$ cat config.mk
export PLATFORM = sky130hd
export DESIGN_NAME = cic_combiner
export DESIGN_NICKNAME = d
export VERILOG_FILES = /design/src/rtl/cic_pkg.sv /design/src/rtl/cic_dir.sv /design/src/rtl/cic_ackctr.sv /design/src/rtl/cic_combiner.sv
export SDC_FILE = /design/constraint.sdc
export NUM_CORES = 1
export LEC_CHECK = 0
export BUFFER_PORTS_ARGS = -buffer_cell sky130_fd_sc_hd__buf_2
export CAP_MARGIN = 10
export CORE_MARGIN = 2
export CORE_UTILIZATION = 30
export DETAILED_ROUTE_END_ITERATION = 10
export HOLD_SLACK_MARGIN = 0.05
export SYNTH_ARGS = -nofsm -noshare
export SYNTH_HDL_FRONTEND = slang
export SYNTH_SLANG_ARGS = --single-unit
$ cat constraint.sdc
create_clock -name clk -period 7.4 [get_ports clk]
set_clock_uncertainty 0.05 [all_clocks]
set_input_delay 1.48 -clock clk [delete_from_list [all_inputs] [get_ports clk]]
set_output_delay 1.48 -clock clk [all_outputs]
set_load 0.01 [all_outputs]
$ cat src/rtl/cic_pkg.sv
`timescale 1ns/1ps
package cic_pkg;

  typedef enum logic [2:0] {
    ST_IDLE,
    ST_FAN,
    ST_ACKUP,
    ST_UPREQ,
    ST_UPWAIT,
    ST_GRANT
  } fsm_e;

  typedef enum logic {
    ORG_UPSTREAM,
    ORG_LOCAL
  } origin_e;

endpackage

$ cat src/rtl/cic_dir.sv
`timescale 1ns/1ps
module cic_dir #(
  parameter int N  = 16,
  parameter int NB = 8,
  localparam int BW = (NB > 1) ? $clog2(NB) : 1
) (
  input  logic          clk,
  input  logic          rst_n,
  input  logic [BW-1:0] rd_blk,
  output logic          rd_valid,
  output logic          rd_wperm,
  output logic [N-1:0]  rd_sharers,
  input  logic          wr_en,
  input  logic [BW-1:0] wr_blk,
  input  logic          wr_valid,
  input  logic          wr_wperm,
  input  logic [N-1:0]  wr_sharers
);

  logic [NB-1:0] vld_q;
  logic [NB-1:0] wp_q;
  logic [N-1:0]  sh_q [NB];

  generate
    for (genvar g = 0; g < NB; g++) begin : g_ent
      always_ff @(posedge clk or negedge rst_n) begin
        if (!rst_n) begin
          vld_q[g] <= 1'b0;
          wp_q[g]  <= 1'b0;
          sh_q[g]  <= '0;
        end else if (wr_en && (wr_blk == BW'(g))) begin
          vld_q[g] <= wr_valid;
          wp_q[g]  <= wr_wperm;
          sh_q[g]  <= wr_sharers;
        end
      end
    end
  endgenerate

  assign rd_valid   = vld_q[rd_blk];
  assign rd_wperm   = wp_q[rd_blk];
  assign rd_sharers = sh_q[rd_blk];

endmodule

$ cat src/rtl/cic_ackctr.sv
`timescale 1ns/1ps
module cic_ackctr #(
  parameter int N = 16,
  localparam int CW = $clog2(N + 1)
) (
  input  logic         clk,
  input  logic         rst_n,
  input  logic         load,
  input  logic [N-1:0] load_mask,
  input  logic [N-1:0] ack,
  output logic [N-1:0] fan_mask,
  output logic         fin
);

  function automatic logic [CW-1:0] count_ones(input logic [N-1:0] v);
    logic [CW-1:0] n;
    n = '0;
    for (int i = 0; i < N; i++) n = n + CW'(v[i]);
    return n;
  endfunction

  logic [N-1:0]  pend_q;
  logic [CW-1:0] cnt_q;
  logic          act_q;
  logic [N-1:0]  hit;
  logic [CW-1:0] hit_n;

  assign hit   = ack & pend_q;
  assign hit_n = count_ones(hit);
  assign fin   = act_q && (hit_n == cnt_q);

  always_ff @(posedge clk or negedge rst_n) begin
    if (!rst_n) begin
      pend_q   <= '0;
      cnt_q    <= '0;
      act_q    <= 1'b0;
      fan_mask <= '0;
    end else begin
      fan_mask <= load ? load_mask : '0;
      if (load) begin
        pend_q <= load_mask;
        cnt_q  <= count_ones(load_mask);
        act_q  <= |load_mask;
      end else if (act_q) begin
        pend_q <= pend_q & ~ack;
        cnt_q  <= cnt_q - hit_n;
        if (fin) act_q <= 1'b0;
      end
    end
  end

endmodule

$ cat src/rtl/cic_combiner.sv
`timescale 1ns/1ps
module cic_combiner #(
  parameter int N  = 16,
  parameter int NB = 8,
  localparam int BW  = (NB > 1) ? $clog2(NB) : 1,
  localparam int CIW = (N > 1) ? $clog2(N) : 1
) (
  input  logic           clk,
  input  logic           rst_n,
  input  logic           creq_valid,
  output logic           creq_ready,
  input  logic [CIW-1:0] creq_core,
  input  logic [BW-1:0]  creq_blk,
  input  logic           creq_write,
  output logic           cgnt_valid,
  output logic [CIW-1:0] cgnt_core,
  output logic [BW-1:0]  cgnt_blk,
  output logic           cgnt_write,
  output logic [N-1:0]   linv_mask,
  output logic [BW-1:0]  linv_blk,
  input  logic [N-1:0]   lack,
  output logic           ureq_valid,
  input  logic           ureq_ready,
  output logic [BW-1:0]  ureq_blk,
  output logic           ureq_write,
  input  logic           ugnt_valid,
  input  logic           uinv_valid,
  output logic           uinv_ready,
  input  logic [BW-1:0]  uinv_blk,
  output logic           uack_valid,
  input  logic           uack_ready,
  output logic [BW-1:0]  uack_blk
);
  import cic_pkg::*;

  function automatic logic [N-1:0] core_bit(input logic [CIW-1:0] c);
    logic [N-1:0] r;
    r    = '0;
    r[c] = 1'b1;
    return r;
  endfunction

  fsm_e           st_q, st_d;
  origin_e        org_q, org_d;
  logic [BW-1:0]  blk_q, blk_d;
  logic [CIW-1:0] core_q, core_d;
  logic           wr_q, wr_d;

  logic [BW-1:0]  dir_rd_blk;
  logic           dir_valid, dir_wperm;
  logic [N-1:0]   dir_sharers;
  logic           dir_wr_en, dir_wr_valid, dir_wr_wperm;
  logic [N-1:0]   dir_wr_sharers;

  logic           ctr_load, ctr_fin;
  logic [N-1:0]   ctr_mask;

  logic [N-1:0]   req_bit;
  logic [N-1:0]   others;

  // events brought out for the checker
  logic           ev_inv_acc;
  logic           ev_req_acc;
  logic           ev_inv_empty;
  logic           ev_fan_up_done;

  assign uinv_ready = (st_q == ST_IDLE);
  assign creq_ready = (st_q == ST_IDLE) && !uinv_valid;
  assign ev_inv_acc = uinv_valid && uinv_ready;
  assign ev_req_acc = creq_valid && creq_ready;

  assign dir_rd_blk = (st_q != ST_IDLE) ? blk_q : (uinv_valid ? uinv_blk : creq_blk);
  assign req_bit    = core_bit((st_q == ST_IDLE) ? creq_core : core_q);
  assign others     = dir_sharers & ~req_bit;

  assign ev_inv_empty   = ev_inv_acc && (dir_sharers == '0);
  assign ev_fan_up_done = (st_q == ST_FAN) && ctr_fin && (org_q == ORG_UPSTREAM);

  cic_dir #(.N(N), .NB(NB)) dir_i (
    .clk        (clk),
    .rst_n      (rst_n),
    .rd_blk     (dir_rd_blk),
    .rd_valid   (dir_valid),
    .rd_wperm   (dir_wperm),
    .rd_sharers (dir_sharers),
    .wr_en      (dir_wr_en),
    .wr_blk     (blk_d),
    .wr_valid   (dir_wr_valid),
    .wr_wperm   (dir_wr_wperm),
    .wr_sharers (dir_wr_sharers)
  );

  cic_ackctr #(.N(N)) ctr_i (
    .clk       (clk),
    .rst_n     (rst_n),
    .load      (ctr_load),
    .load_mask (ctr_mask),
    .ack       (lack),
    .fan_mask  (linv_mask),
    .fin       (ctr_fin)
  );

  always_comb begin
    st_d           = st_q;
    org_d          = org_q;
    blk_d          = blk_q;
    core_d         = core_q;
    wr_d           = wr_q;
    ctr_load       = 1'b0;
    ctr_mask       = '0;
    dir_wr_en      = 1'b0;
    dir_wr_valid   = 1'b0;
    dir_wr_wperm   = 1'b0;
    dir_wr_sharers = '0;
    unique case (st_q)
      ST_IDLE: begin
        if (ev_inv_acc) begin
          blk_d = uinv_blk;
          org_d = ORG_UPSTREAM;
          if (dir_sharers == '0) begin
            st_d = ST_ACKUP;
          end else begin
            ctr_load = 1'b1;
            ctr_mask = dir_sharers;
            st_d     = ST_FAN;
          end
        end else if (ev_req_acc) begin
          blk_d  = creq_blk;
          core_d = creq_core;
          wr_d   = creq_write;
          org_d  = ORG_LOCAL;
          if (!creq_write && dir_valid) begin
            dir_wr_en      = 1'b1;
            dir_wr_valid   = 1'b1;
            dir_wr_wperm   = dir_wperm;
            dir_wr_sharers = dir_sharers | req_bit;
            st_d           = ST_GRANT;
          end else if (creq_write && dir_valid && dir_wperm) begin
            if (others == '0) begin
              dir_wr_en      = 1'b1;
              dir_wr_valid   = 1'b1;
              dir_wr_wperm   = 1'b1;
              dir_wr_sharers = req_bit;
              st_d           = ST_GRANT;
            end else begin
              ctr_load = 1'b1;
              ctr_mask = others;
              st_d     = ST_FAN;
            end
          end else begin
            st_d = ST_UPREQ;
          end
        end
      end
      ST_FAN: begin
        if (ctr_fin) begin
          if (org_q == ORG_UPSTREAM) begin
            st_d = ST_ACKUP;
          end else begin
            dir_wr_en      = 1'b1;
            dir_wr_valid   = 1'b1;
            dir_wr_wperm   = 1'b1;
            dir_wr_sharers = req_bit;
            st_d           = ST_GRANT;
          end
        end
      end
      ST_ACKUP: begin
        if (uack_ready) begin
          dir_wr_en = 1'b1;
          st_d      = ST_IDLE;
        end
      end
      ST_UPREQ: begin
        if (ureq_ready) st_d = ST_UPWAIT;
      end
      ST_UPWAIT: begin
        if (ugnt_valid) begin
          if (wr_q) begin
            if (others == '0) begin
              dir_wr_en      = 1'b1;
              dir_wr_valid   = 1'b1;
              dir_wr_wperm   = 1'b1;
              dir_wr_sharers = req_bit;
              st_d           = ST_GRANT;
            end else begin
              ctr_load = 1'b1;
              ctr_mask = others;
              st_d     = ST_FAN;
            end
          end else begin
            dir_wr_en      = 1'b1;
            dir_wr_valid   = 1'b1;
            dir_wr_wperm   = 1'b0;
            dir_wr_sharers = dir_sharers | req_bit;
            st_d           = ST_GRANT;
          end
        end
      end
      ST_GRANT: st_d = ST_IDLE;
      default:  st_d = ST_IDLE;
    endcase
  end

  always_ff @(posedge clk or negedge rst_n) begin
    if (!rst_n) begin
      st_q   <= ST_IDLE;
      org_q  <= ORG_UPSTREAM;
      blk_q  <= '0;
      core_q <= '0;
      wr_q   <= 1'b0;
    end else begin
      st_q   <= st_d;
      org_q  <= org_d;
      blk_q  <= blk_d;
      core_q <= core_d;
      wr_q   <= wr_d;
    end
  end

  assign uack_valid = (st_q == ST_ACKUP);
  assign uack_blk   = blk_q;
  assign ureq_valid = (st_q == ST_UPREQ);
  assign ureq_blk   = blk_q;
  assign ureq_write = wr_q;
  assign cgnt_valid = (st_q == ST_GRANT);
  assign cgnt_core  = core_q;
  assign cgnt_blk   = blk_q;
  assign cgnt_write = wr_q;
  assign linv_blk   = blk_q;

endmodule

==> impl_metrics.tcl <==
set metrics [dict create \
    post-synth-top-area-cell "dfrtp_1" \
    ys_types 73 \
    synth_edf_count 0 \
    overflow 0 \
    drc 0 \
    numCtsBuffers 17 \
    power_uw 7870 \
    power.share.clock_pct 12.5 \
    p_comb_share_pct 64.2 \
    worstRegToRegCells 26 \
    synth_cells 1272 \
    ir_drop_mv 0.197 \
    gp_congestion 0.883 \
    relSlewSlack_pct 28.4 \
    htree_levels 4 \
    ys.flop_type "dfrtp_1" \
    setup_viol_count_final 0 \
    initial_core_util_pct 30.4 \
    startpoint_type "input port" \
    synthesis.area_um2 11400 \
    clkSlewWorstSetupHoldPaths_ps 80 \
    drtAntennaViolNets 0 \
    route.vias.total 10887 \
    maxCapViolations 0 \
    max_stage_delay_ps 660 \
    async_reset_ff_share_pct 100 \
    antenna_found_initial 1 \
    crit_path_max_fanout 16 \
    clk_latency_ps 450 \
    dieWidth_um 199 \
    routed_wl_mm 40.5 \
    cts_tree "done" \
    hold_path_depth 2 \
    clockRootBuffer "clkbuf_16" \
    fp.coreArea_um2 37600 \
    crit_top_cell "fa_1" \
    worst_slack_ps 230 \
    ys_seq_elements 194 \
    io_pins 73 \
    drive_gt1_share_pct 25.4 \
    crit_chain "buf_2, and2_1, ha_1, inv_1, fa_1, inv_1, fa_1, fa_1, inv_1, fa_1, fa_2, fa_1, xor2_1, ha_1, and4_1, nand2_1, or4b_2, nand2_1, a31oi_4, and2_1, buf_12, a211oi_2, buf_4, a21oi_1" \
    rrSetupSlack_ps 470 \
    clk_path_buf_depth 2 \
    cp.buffers_inverters 6 \
    antennaDiodeCount 0 \
    nNetsFinal 1508 \
    reg2reg_to "ctr_i.cnt_q[2]" \
    finalHoldViolCount 0 \
    crit_slowest_cell "or4b_2" \
    synth_fp_nets 1343 \
    reg2reg_from "st_q[2]" \
    synth.top_cells.by_area "dfrtp_1 42%, a21oi_1 7.3%, nor2_1 6.5%, fa_1 3.7%, inv_1 3.3%" \
    fillers 3726 \
    gr-usage-met1_pct 27.7 \
    syn2layout_area_growth_pct 26.2 \
    place_ws_ps -270 \
    grt_start_max_net_pins 123 \
    grt-busiest-layer "met2" \
    path_class "in -> reg" \
    hold_end "dir_i.vld_q[5]" \
    use_met2_pct 31.4 \
    power_switching_uw 3660 \
    syn_avg_cell_area_um2 8.99 \
    portBuffers 72 \
    p_leak_uw 0.00658 \
    p_int_uw 4210 \
    rows 71 \
    holdCritStartpoint "dir_i.vld_q[5]" \
    end_kind "flip-flop" \
    fin_crit_sh_pct 96.9 \
    first_global_vias 10588 \
    use_met3_pct 5.30 \
    path_delay_family "adder cells" \
    ys_warn_count 0 \
    switching_share_pct 46.5 \
    grt_pass1_wl_mm 61.9 \
    outcome "complete, no violations" \
    fin_crit_ps 7170 \
    dieArea_um2 39700 \
    yosysTopAreaCellShare_pct 42.5 \
    worstMarginPinSlew_ps 1070 \
    slew_violations 0 \
    yosysSeqAreaShare_pct 42.5 \
    required_ps 7640 \
    grtUsageTotal_pct 20.5 \
    fmax_mhz 139 \
    first_pass_iters 6 \
    clock-sinks 194 \
    first_iter_violations 1038 \
    die_h_um 199 \
    hpwlAfterDp_mm 27.2 \
    wire_per_inst_um 20.7 \
    powerDensity_nw_per_um2 546 \
    hold_class "reg -> reg" \
    avgViaCountPerCell 5.55 \
    cp.arrival_ps 7410 \
    pwr-share-seq_pct 23.3 \
]
cell type report:
| class | instances | area (um2) | area share, % |
|---|---|---|---|
| repair buffers | 239 | 1940 | 13.5 |
| clock buffers | 17 | 425 | 2.95 |
| well taps | 511 | 639 | 4.43 |
| clock inverters | 15 | 198 | 1.37 |
| inverters | 104 | 393 | 2.72 |
| multi-input cells | 881 | 5970 | 41.4 |
| flip-flops and latches | 194 | 4850 | 33.7 |
per-stage QoR:
| step | cell area [um2] | std cells | TNS, ps | hold slack (ps) | utilization, % |
|---|---|---|---|---|---|
| final | 14400 | 1961 | 0 | 435 | 38.4 |
| after global routing | 14400 | 1961 | -35.0 | 463 | 38.4 |
| after CTS | 14200 | 1954 | 0 | 435 | 37.9 |
| after detailed placement | 13600 | 1922 | -20260 | 417 | 36.2 |
| after global placement | 13600 | 1922 | -10690 | 412 | 36.2 |
| after floorplan | 11500 | 1272 | 0 | 392 | - |
state kept, by name, indices dropped and copies added, names as in the netlist:
register	cells
ctr_i.act_q	1
ctr_i.fan_mask	16
cgnt_write	1
dir_i.vld_q	8
dir_i.sh_q	128
ctr_i.pend_q	16
st_q	3
org_q	1
ctr_i.cnt_q	5
dir_i.wp_q	8
cgnt_core	4
cgnt_blk	3
worst max path at each step:
stage / startpoint / end / slack (ps) / cells past startpoint
final: lack[1] / dir_i.sh_q[20] / 230 / 24
after CTS: lack[1] / dir_i.sh_q[20] / 200 / 24
after floorplan: lack[1] / dir_i.sh_q[47] / 10 / 23
after global routing: uinv_valid / ctr_i.cnt_q[2] / -20 / 24
after detailed placement: lack[1] / dir_i.sh_q[20] / -270 / 24
after global placement: uinv_valid / ctr_i.cnt_q[2] / -210 / 26
repair_timing:
| item | 4_1_cts | 5_1_grt |
|---|---|---|
| hold buffers | 0 | 0 |
| endpoints found under the setup margin | 0 | 4 |
| resized for setup | 0 | 19 |
| buffers inserted | 0 | 6 |
cells in the mapped netlist (9+ instances only):
master / count
inv_1: 101
mux2i_1: 14
mux2_2: 20
buf_2: 11
o2111ai_1: 15
nand3_1: 17
nand2b_1: 10
nor2_1: 197
buf_4: 11
a41oi_1: 31
o221ai_1: 31
a21oi_1: 167
clkbuf_1: 61
nor2_2: 9
o311a_1: 29
dfrtp_1: 194
nand2_1: 72
fa_1: 21
and2_1: 14
o22ai_1: 20
o211ai_1: 36
o21ai_0: 25
ha_1: 16
cells by family (layout without fill, tap and decap cells):
kind of cell | after synthesis | after routing | synth area share (%)
adder cells (fa/ha/maj) | 37 | 37 | 5.43
buffers and inverters | 197 | 375 | 7.17
AND/OR/NAND/NOR | 368 | 368 | 14.5
multiplexers | 35 | 35 | 3.30
AO/OA/AOI/OAI | 432 | 432 | 26.5
XOR/XNOR | 9 | 9 | 0.690
flip-flops | 194 | 194 | 42.5
tightest hold or removal path, cell delays in order (launching register included):
cell and delay [ps]:
dfrtp_1 350, nand2_1 50, o31ai_1 50
power by group through the flow:
stage                     Combinational (uW)  Clock, uW  Sequential [uW]
after floorplan                         2830          0             1770
after global routing                    5480       1040             1900
after global placement                  4700          0             1830
after detailed placement                4800          0             1850
after CTS                               4810        998             1830
final                                   5050        985             1840
routing by layer:
metal	vias to the layer above	wire, um
met5	-	13
met4	2	1260
met3	86	3970
met2	557	18000
met1	5352	17300
li1	4890	-
placed cells by master (no fill, tap or decap), types with 6 or more instances in the layout:
| cell | netlist | routed |
|---|---|---|
| or2_2 | 8 | 8 |
| nand3_1 | 17 | 17 |
| and2_1 | 14 | 14 |
| ha_1 | 16 | 16 |
| inv_1 | 101 | 101 |
| nor2_1 | 197 | 192 |
| nand4_1 | 6 | 6 |
| o221ai_1 | 31 | 31 |
| buf_4 | 11 | 142 |
| a31oi_1 | 8 | 8 |
| buf_2 | 11 | 70 |
| a21o_1 | 8 | 8 |
| nor2b_1 | 8 | 8 |
| buf_12 | 0 | 24 |
| mux2i_1 | 14 | 13 |
| o21ai_0 | 25 | 24 |
| a31o_2 | 7 | 7 |
| a41oi_1 | 31 | 30 |
| dfrtp_1 | 194 | 194 |
| o311a_1 | 29 | 29 |
| nor2_2 | 9 | 14 |
| nand2b_1 | 10 | 10 |
| clkbuf_16 | 0 | 18 |
| fa_1 | 21 | 18 |
| o2111ai_1 | 15 | 9 |
| o211ai_1 | 36 | 36 |
| a21oi_1 | 167 | 166 |
| o31ai_1 | 7 | 6 |
| mux2_2 | 20 | 17 |
| o22ai_1 | 20 | 18 |
| nand2_1 | 72 | 72 |
Power figures use the tool's default switching activity.
